[config.mk]
export PLATFORM = sky130hd
export DESIGN_NAME = plic_core
export DESIGN_NICKNAME = d
export VERILOG_FILES = /design/src/rtl/plic_pkg.sv /design/src/rtl/plic_gateway.sv /design/src/rtl/plic_ctx_arb.sv /design/src/rtl/plic_core.sv
export SDC_FILE = /design/constraint.sdc
export NUM_CORES = 1
export LEC_CHECK = 0
export CAP_MARGIN = 10
export CORE_UTILIZATION = 24
export DETAILED_ROUTE_END_ITERATION = 10
export PLACE_DENSITY = 0.4
export SYNTH_ARGS = -nofsm -noshare
export SYNTH_HDL_FRONTEND = slang
export SYNTH_SLANG_ARGS = --single-unit
[constraint.sdc]
create_clock -name clk -period 63.8 [get_ports clk]
set_clock_uncertainty 0.1 [all_clocks]
set_input_delay 9.57 -clock clk [delete_from_list [all_inputs] [get_ports clk]]
set_output_delay 9.57 -clock clk [all_outputs]
set_load 0.02 [all_outputs]
[src/rtl/plic_pkg.sv]
package plic_pkg;

    localparam int unsigned PRIO_W      = 3;
    localparam int unsigned ADDR_W      = 22;
    localparam int unsigned ENAB_BASE   = 32'h0000_2000;
    localparam int unsigned ENAB_STRIDE = 32'h0000_0080;
    localparam int unsigned CTRL_BASE   = 32'h0020_0000;
    localparam int unsigned CTRL_STRIDE = 32'h0000_1000;

    typedef enum logic [2:0] {
        RG_NONE,
        RG_PRIO,
        RG_ENAB,
        RG_THR,
        RG_CLAIM
    } reg_kind_e;

    typedef struct packed {
        reg_kind_e  kind;
        logic [7:0] ctx;
        logic [9:0] idx;
    } reg_sel_t;

    // Map a byte address onto a register class, context and index.
    function automatic reg_sel_t decode(input logic [ADDR_W-1:0] addr,
                                        input int unsigned nsrc,
                                        input int unsigned nctx,
                                        input int unsigned nwords);
        reg_sel_t    sel;
        int unsigned a;
        int unsigned off;
        sel = '{kind: RG_NONE, ctx: '0, idx: '0};
        a   = {10'b0, addr[ADDR_W-1:2], 2'b00};
        if (a < 4 * (nsrc + 1)) begin
            sel.kind = RG_PRIO;
            sel.idx  = 10'(a >> 2);
        end else if (a >= ENAB_BASE && a < ENAB_BASE + nctx * ENAB_STRIDE) begin
            off = a - ENAB_BASE;
            if (((off % ENAB_STRIDE) >> 2) < nwords) begin
                sel.kind = RG_ENAB;
                sel.ctx  = 8'(off / ENAB_STRIDE);
                sel.idx  = 10'((off % ENAB_STRIDE) >> 2);
            end
        end else if (a >= CTRL_BASE && a < CTRL_BASE + nctx * CTRL_STRIDE) begin
            off     = a - CTRL_BASE;
            sel.ctx = 8'(off / CTRL_STRIDE);
            if ((off % CTRL_STRIDE) == 0) begin
                sel.kind = RG_THR;
            end else if ((off % CTRL_STRIDE) == 4) begin
                sel.kind = RG_CLAIM;
            end
        end
        return sel;
    endfunction

endpackage

[src/rtl/plic_gateway.sv]
module plic_gateway #(
    parameter bit EDGE = 1'b0
) (
    input  logic clk,
    input  logic rst,
    input  logic req_i,
    input  logic claim_i,
    input  logic complete_i,
    output logic pend_o,
    output logic busy_o
);

    logic prev_q;
    logic memo_q;
    logic pend_q;
    logic busy_q;
    logic rise;
    logic fire;

    always_comb begin
        rise = req_i & ~prev_q;
        fire = EDGE ? rise : req_i;
    end

    always_ff @(posedge clk) begin
        if (rst) begin
            prev_q <= 1'b0;
            memo_q <= 1'b0;
            pend_q <= 1'b0;
            busy_q <= 1'b0;
        end else begin
            prev_q <= req_i;
            if (claim_i) begin
                pend_q <= 1'b0;
                busy_q <= 1'b1;
                memo_q <= EDGE & rise;
            end else if (complete_i && busy_q) begin
                busy_q <= 1'b0;
                memo_q <= 1'b0;
                if (memo_q || (EDGE && rise)) begin
                    pend_q <= 1'b1;
                end
            end else if (fire) begin
                if (!busy_q) begin
                    pend_q <= 1'b1;
                end else if (EDGE) begin
                    memo_q <= 1'b1;
                end
            end
        end
    end

    assign pend_o = pend_q;
    assign busy_o = busy_q;

endmodule

[src/rtl/plic_ctx_arb.sv]
module plic_ctx_arb
    import plic_pkg::*;
#(
    parameter int unsigned N_SRC = 31,
    localparam int unsigned ID_W = $clog2(N_SRC + 1)
) (
    input  logic [N_SRC-1:0]             pend_i,
    input  logic [N_SRC-1:0]             en_i,
    input  logic [N_SRC-1:0][PRIO_W-1:0] prio_i,
    input  logic [PRIO_W-1:0]            thr_i,
    output logic [ID_W-1:0]              best_o,
    output logic                         irq_o
);

    logic [PRIO_W-1:0] best_p;

    // Strict comparison keeps the lowest ID among equal priorities.
    always_comb begin
        best_o = '0;
        best_p = '0;
        for (int k = 0; k < N_SRC; k++) begin
            if (pend_i[k] && en_i[k] && prio_i[k] > thr_i && prio_i[k] > best_p) begin
                best_p = prio_i[k];
                best_o = ID_W'(k + 1);
            end
        end
        irq_o = (best_o != '0);
    end

endmodule

[src/rtl/plic_core.sv]
module plic_core
    import plic_pkg::*;
#(
    parameter int unsigned       N_SRC     = 31,
    parameter int unsigned       N_CTX     = 2,
    parameter logic [N_SRC-1:0]  EDGE_MASK = '0
) (
    input  logic              clk,
    input  logic              rst,
    input  logic [N_SRC-1:0]  src_req,
    input  logic              reg_wr,
    input  logic              reg_rd,
    input  logic [21:0]       reg_addr,
    input  logic [31:0]       reg_wdata,
    output logic [31:0]       reg_rdata,
    output logic [N_CTX-1:0]  ctx_irq
);

    localparam int unsigned ID_W    = $clog2(N_SRC + 1);
    localparam int unsigned N_WORDS = (N_SRC + 1 + 31) / 32;

    logic [N_SRC-1:0][PRIO_W-1:0] prio_q;
    logic [N_CTX-1:0][N_SRC-1:0]  enab_q;
    logic [N_CTX-1:0][PRIO_W-1:0] thr_q;
    logic [31:0]                  rdata_q;

    logic [N_SRC-1:0]             gw_pend;
    logic [N_SRC-1:0]             gw_busy;
    logic [N_SRC-1:0]             claim_vec;
    logic [N_SRC-1:0]             cmpl_vec;
    logic [N_CTX-1:0][ID_W-1:0]   best_id;
    logic [ID_W-1:0]              sel_best;
    logic [31:0]                  rd_mux;
    reg_sel_t                     sel;

    assign sel = decode(reg_addr, N_SRC, N_CTX, N_WORDS);

    // Gateways, one per source; the mask picks the capture mode.
    for (genvar k = 0; k < N_SRC; k++) begin : g_gw
        plic_gateway #(.EDGE(EDGE_MASK[k])) u_gw (
            .clk        (clk),
            .rst        (rst),
            .req_i      (src_req[k]),
            .claim_i    (claim_vec[k]),
            .complete_i (cmpl_vec[k]),
            .pend_o     (gw_pend[k]),
            .busy_o     (gw_busy[k])
        );
    end

    // Per-context winner selection.
    for (genvar c = 0; c < N_CTX; c++) begin : g_ctx
        plic_ctx_arb #(.N_SRC(N_SRC)) u_arb (
            .pend_i (gw_pend),
            .en_i   (enab_q[c]),
            .prio_i (prio_q),
            .thr_i  (thr_q[c]),
            .best_o (best_id[c]),
            .irq_o  (ctx_irq[c])
        );
    end

    // Claim and completion strobes toward the gateways.
    always_comb begin
        sel_best  = '0;
        claim_vec = '0;
        cmpl_vec  = '0;
        for (int c = 0; c < N_CTX; c++) begin
            if (sel.ctx == 8'(c)) begin
                sel_best = best_id[c];
            end
        end
        for (int k = 0; k < N_SRC; k++) begin
            if (reg_rd && sel.kind == RG_CLAIM && sel_best == ID_W'(k + 1)) begin
                claim_vec[k] = 1'b1;
            end
            for (int c = 0; c < N_CTX; c++) begin
                if (reg_wr && sel.kind == RG_CLAIM && sel.ctx == 8'(c)
                    && reg_wdata == 32'(k + 1) && enab_q[c][k]) begin
                    cmpl_vec[k] = 1'b1;
                end
            end
        end
    end

    // Read multiplexer.
    always_comb begin
        rd_mux = '0;
        unique case (sel.kind)
            RG_PRIO: begin
                for (int k = 0; k < N_SRC; k++) begin
                    if (sel.idx == 10'(k + 1)) rd_mux = 32'(prio_q[k]);
                end
            end
            RG_ENAB: begin
                for (int c = 0; c < N_CTX; c++) begin
                    for (int k = 0; k < N_SRC; k++) begin
                        if (sel.ctx == 8'(c) && sel.idx == 10'((k + 1) / 32)) begin
                            rd_mux[(k + 1) % 32] = enab_q[c][k];
                        end
                    end
                end
            end
            RG_THR: begin
                for (int c = 0; c < N_CTX; c++) begin
                    if (sel.ctx == 8'(c)) rd_mux = 32'(thr_q[c]);
                end
            end
            RG_CLAIM: rd_mux = 32'(sel_best);
            default:  rd_mux = '0;
        endcase
    end

    // Register state.
    always_ff @(posedge clk) begin
        if (rst) begin
            prio_q  <= '0;
            enab_q  <= '0;
            thr_q   <= '0;
            rdata_q <= '0;
        end else begin
            if (reg_rd) begin
                rdata_q <= rd_mux;
            end
            if (reg_wr) begin
                for (int k = 0; k < N_SRC; k++) begin
                    if (sel.kind == RG_PRIO && sel.idx == 10'(k + 1)) begin
                        prio_q[k] <= reg_wdata[PRIO_W-1:0];
                    end
                end
                for (int c = 0; c < N_CTX; c++) begin
                    if (sel.ctx == 8'(c)) begin
                        if (sel.kind == RG_THR) begin
                            thr_q[c] <= reg_wdata[PRIO_W-1:0];
                        end
                        for (int k = 0; k < N_SRC; k++) begin
                            if (sel.kind == RG_ENAB && sel.idx == 10'((k + 1) / 32)) begin
                                enab_q[c][k] <= reg_wdata[(k + 1) % 32];
                            end
                        end
                    end
                end
            end
        end
    end

    assign reg_rdata = rdata_q;

endmodule

==> impl_metrics.toml <==
[routing]
drc = 0
totalWireLength_um = 106000
first_pass_iters = 5
drt-vias-per-instance = 5.35
wl_per_cell_um = 23.2
dr.first_iter.drc_count = 1806
vias = 24500
drt-met1-wl_um = 51700
met3_length_um = 4390
ant_nets = 0
top_layer = "met5"
dr_wl_met2_um = 47500

[sta]
finalCriticalPeriod_ps = 59710
slew_headroom_pct = 24.1
setup_viol = 0
slew_viol_final = 0
max_freq_ghz = 0.0167
setup_ws_ps = 4090
tightest_slew_ps = 1140
period_share_pct = 93.6
tns_ps = 0
rsz0062_at_grt = "no"
hold_violations = 0

[placement]
post-place-ws_ps = 4190
place.gp.congestion = 0.860
io_buffers = 120
place_hpwl_um = 81900

[global_route]
grt_antenna_before_repair = 8
grt_max_degree = 81
grt-ovfl-total = 0
grt_pass1_wl_um = 158000
grt_pass1_vias = 23400
grtUsageTotal_pct = 20.3

[die]
core_um2 = 99000
floorplan.initialDensity_pct = 24.4
dieHeight_um = 319
ios = 123
dieArea_um2 = 102000
rows = 115
die_w_um = 319

[critical_path]
critical-path-slowest-cell = "clkdlybuf4s50_1"
crit_path_start = "prio_q[1]"
cp.arrival_ps = 50040
r2r_cells = 206
critical_path_class = "reg2out"
crit_fanout = 8
setup.worst_path.start_class = "flop"
worst_ep_required_time_ps = 54130
end_kind = "output port"
r2r-start = "prio_q[1]"
cp_common_cell = "ha_1"
slowest_delay_ps = 660

[synthesis]
yosysSeqAreaShare_pct = 21.2
synthSimpleGateAreaFrac_pct = 22.4
synth-edff-count = 0
syn-instance-count = 3214
syn_area_um2 = 24100
synth_warnings = 0
synthAdderAreaFrac_pct = 16.4
synthArstFlopShare_pct = 0
synth_top_family_by_area = "compound AO/OA/AOI/OAI gates"
synth_compound_area_share_pct = 28.0
ys_seq_elements = 255
synthMuxAreaShare_pct = 6.53
synth_xor_area_share_pct = 0.436
synth_cell_type_count = 97
synthesis.nets = 3594
avgSynthCellArea_um2 = 7.50
synthFlopType = "dfxtp_1"

[clocking]
insertion_delay_ps = 590
cts_root_buf = "clkbuf_16"
clkTransAtPathRegs_ps = 60
cts.sinks = 255
cts_buffers = 30
cts_htree_levels = 1
cts.path.max_buffers = 3
cts_tree = "yes"
hold_buffers = 0

[layout]
nFillCells = 10900
layout_commonest_cell = "nand2_1"
drive_gt1_share_pct = 6.69
mostFrequentLayoutCells = "nand2_1 (435), ha_1 (291), a21oi_1 (287), dfxtp_1 (253), nor2_1 (238)"
area_growth_pct = 14.9
nets = 3647

[status]
status = "complete, no violations"

[min_path]
hold_depth = 2
min-delay-start = "g_gw[1].u_gw.busy_o"
hp-class = "reg2reg"

[power]
powerDensity_nw_per_um2 = 13.0
ir_drop_mv = 0.0192
p_leak_nw = 10.1

[run]
drv_cap = 0
-- Yosys cell counts (20+ instances only) --
cell type / number / area (µm²)
a22oi_1: 67 / 503
clkbuf_1: 117 / 439
nand2_1: 435 / 1630
mux2i_1: 83 / 831
a21o_1: 63 / 473
nor2_1: 244 / 916
mux2_2: 61 / 687
o21a_1: 31 / 233
nand3_1: 144 / 721
a21boi_0: 20 / 150
a31oi_1: 39 / 244
a21oi_1: 287 / 1440
inv_1: 187 / 702
maj3_1: 31 / 310
a22o_1: 43 / 377
o21ai_0: 155 / 776
and2_1: 35 / 219
nor2b_1: 70 / 438
dfxtp_1: 255 / 5100
ha_1: 291 / 3640
nor4_1: 22 / 138
nand4_1: 26 / 163
a311oi_1: 48 / 420
o31ai_1: 25 / 188
nor3_1: 49 / 245
and3_1: 37 / 231
-- registers in the layout (all words and copies together) (netlist names) --
name,flops
g_gw.u_gw.pend_o,31
reg_rdata,32
thr_q,6
enab_q,62
g_gw.u_gw.busy_o,31
prio_q,93
-- cell families (layout without fill, tap and decap cells) --
family	Yosys count	count (layout)
AO/OA/AOI/OAI	1000	1000
XOR/XNOR	12	12
adder cells (fa/ha/maj)	322	322
buffers and inverters	325	400
flip-flops	255	255
multiplexers	147	147
other	0	2
AND/OR/NAND/NOR	1153	1153
-- stage by stage --
step	hold slack, ps	area, µm²	utilization (%)	power (mW)	std cells
3_5_place_dp	357	26700	27.0	0.186	4520
3_3_place_gp	349	26700	27.0	0.186	4520
6_report	368	27700	28.0	0.362	4578
5_1_grt	389	27700	28.0	0.371	4577
2_1_floorplan	338	24100	-	0.173	3214
4_1_cts	366	27700	28.0	0.364	4574
-- worst max-delay path: cells and delay by family (launching register included) --
kind / cells / cell delay, ps
AND/OR/NAND/NOR: 64 / 12170
flip-flops: 1 / 510
buffers and inverters: 14 / 1820
AO/OA/AOI/OAI: 71 / 17300
adder cells (fa/ha/maj): 31 / 8900
multiplexers: 25 / 8650
-- timing repair --
item                       in CTS  in global routing
resized for setup               0                  3
setup endpoints to repair       0                  1
setup buffers                   0                  2
-- worst paths after layout --
check,endpoint,slack (ps)
worst min register to register,g_gw[1].u_gw.busy_o,370
worst max register to register,g_gw[16].u_gw.busy_o,13080
worst min-delay path,g_gw[1].u_gw.busy_o,370
worst max-delay path,ctx_irq[1],4090
-- final cells by class --
cell class              count  area, µm²  share of cell area (%)
multi-input cells        2634      17800                    64.3
well taps                1287       1610                    5.81
flip-flops and latches    255       5110                    18.4
repair buffers            159       1470                    5.31
clock inverters             7       97.6                   0.352
clock buffers              47        886                    3.20
diodes                      2       5.00                  0.0181
inverters                 187        702                    2.53
-- power breakdown --
group,switching (mW),internal [mW]
Sequential,0.00272,0.161
Clock,0.0758,0.103
Combinational,0.0124,0.00697
Total,0.0909,0.271
-- per-layer routing --
metal / track usage [%] / up-vias
li1: - / 12000
met1: 29.1 / 11800
met2: 32.7 / 603
met3: 1.47 / 103
met4: 4.59 / 2
met5: 0 / -
Power figures use the tool's default switching activity.
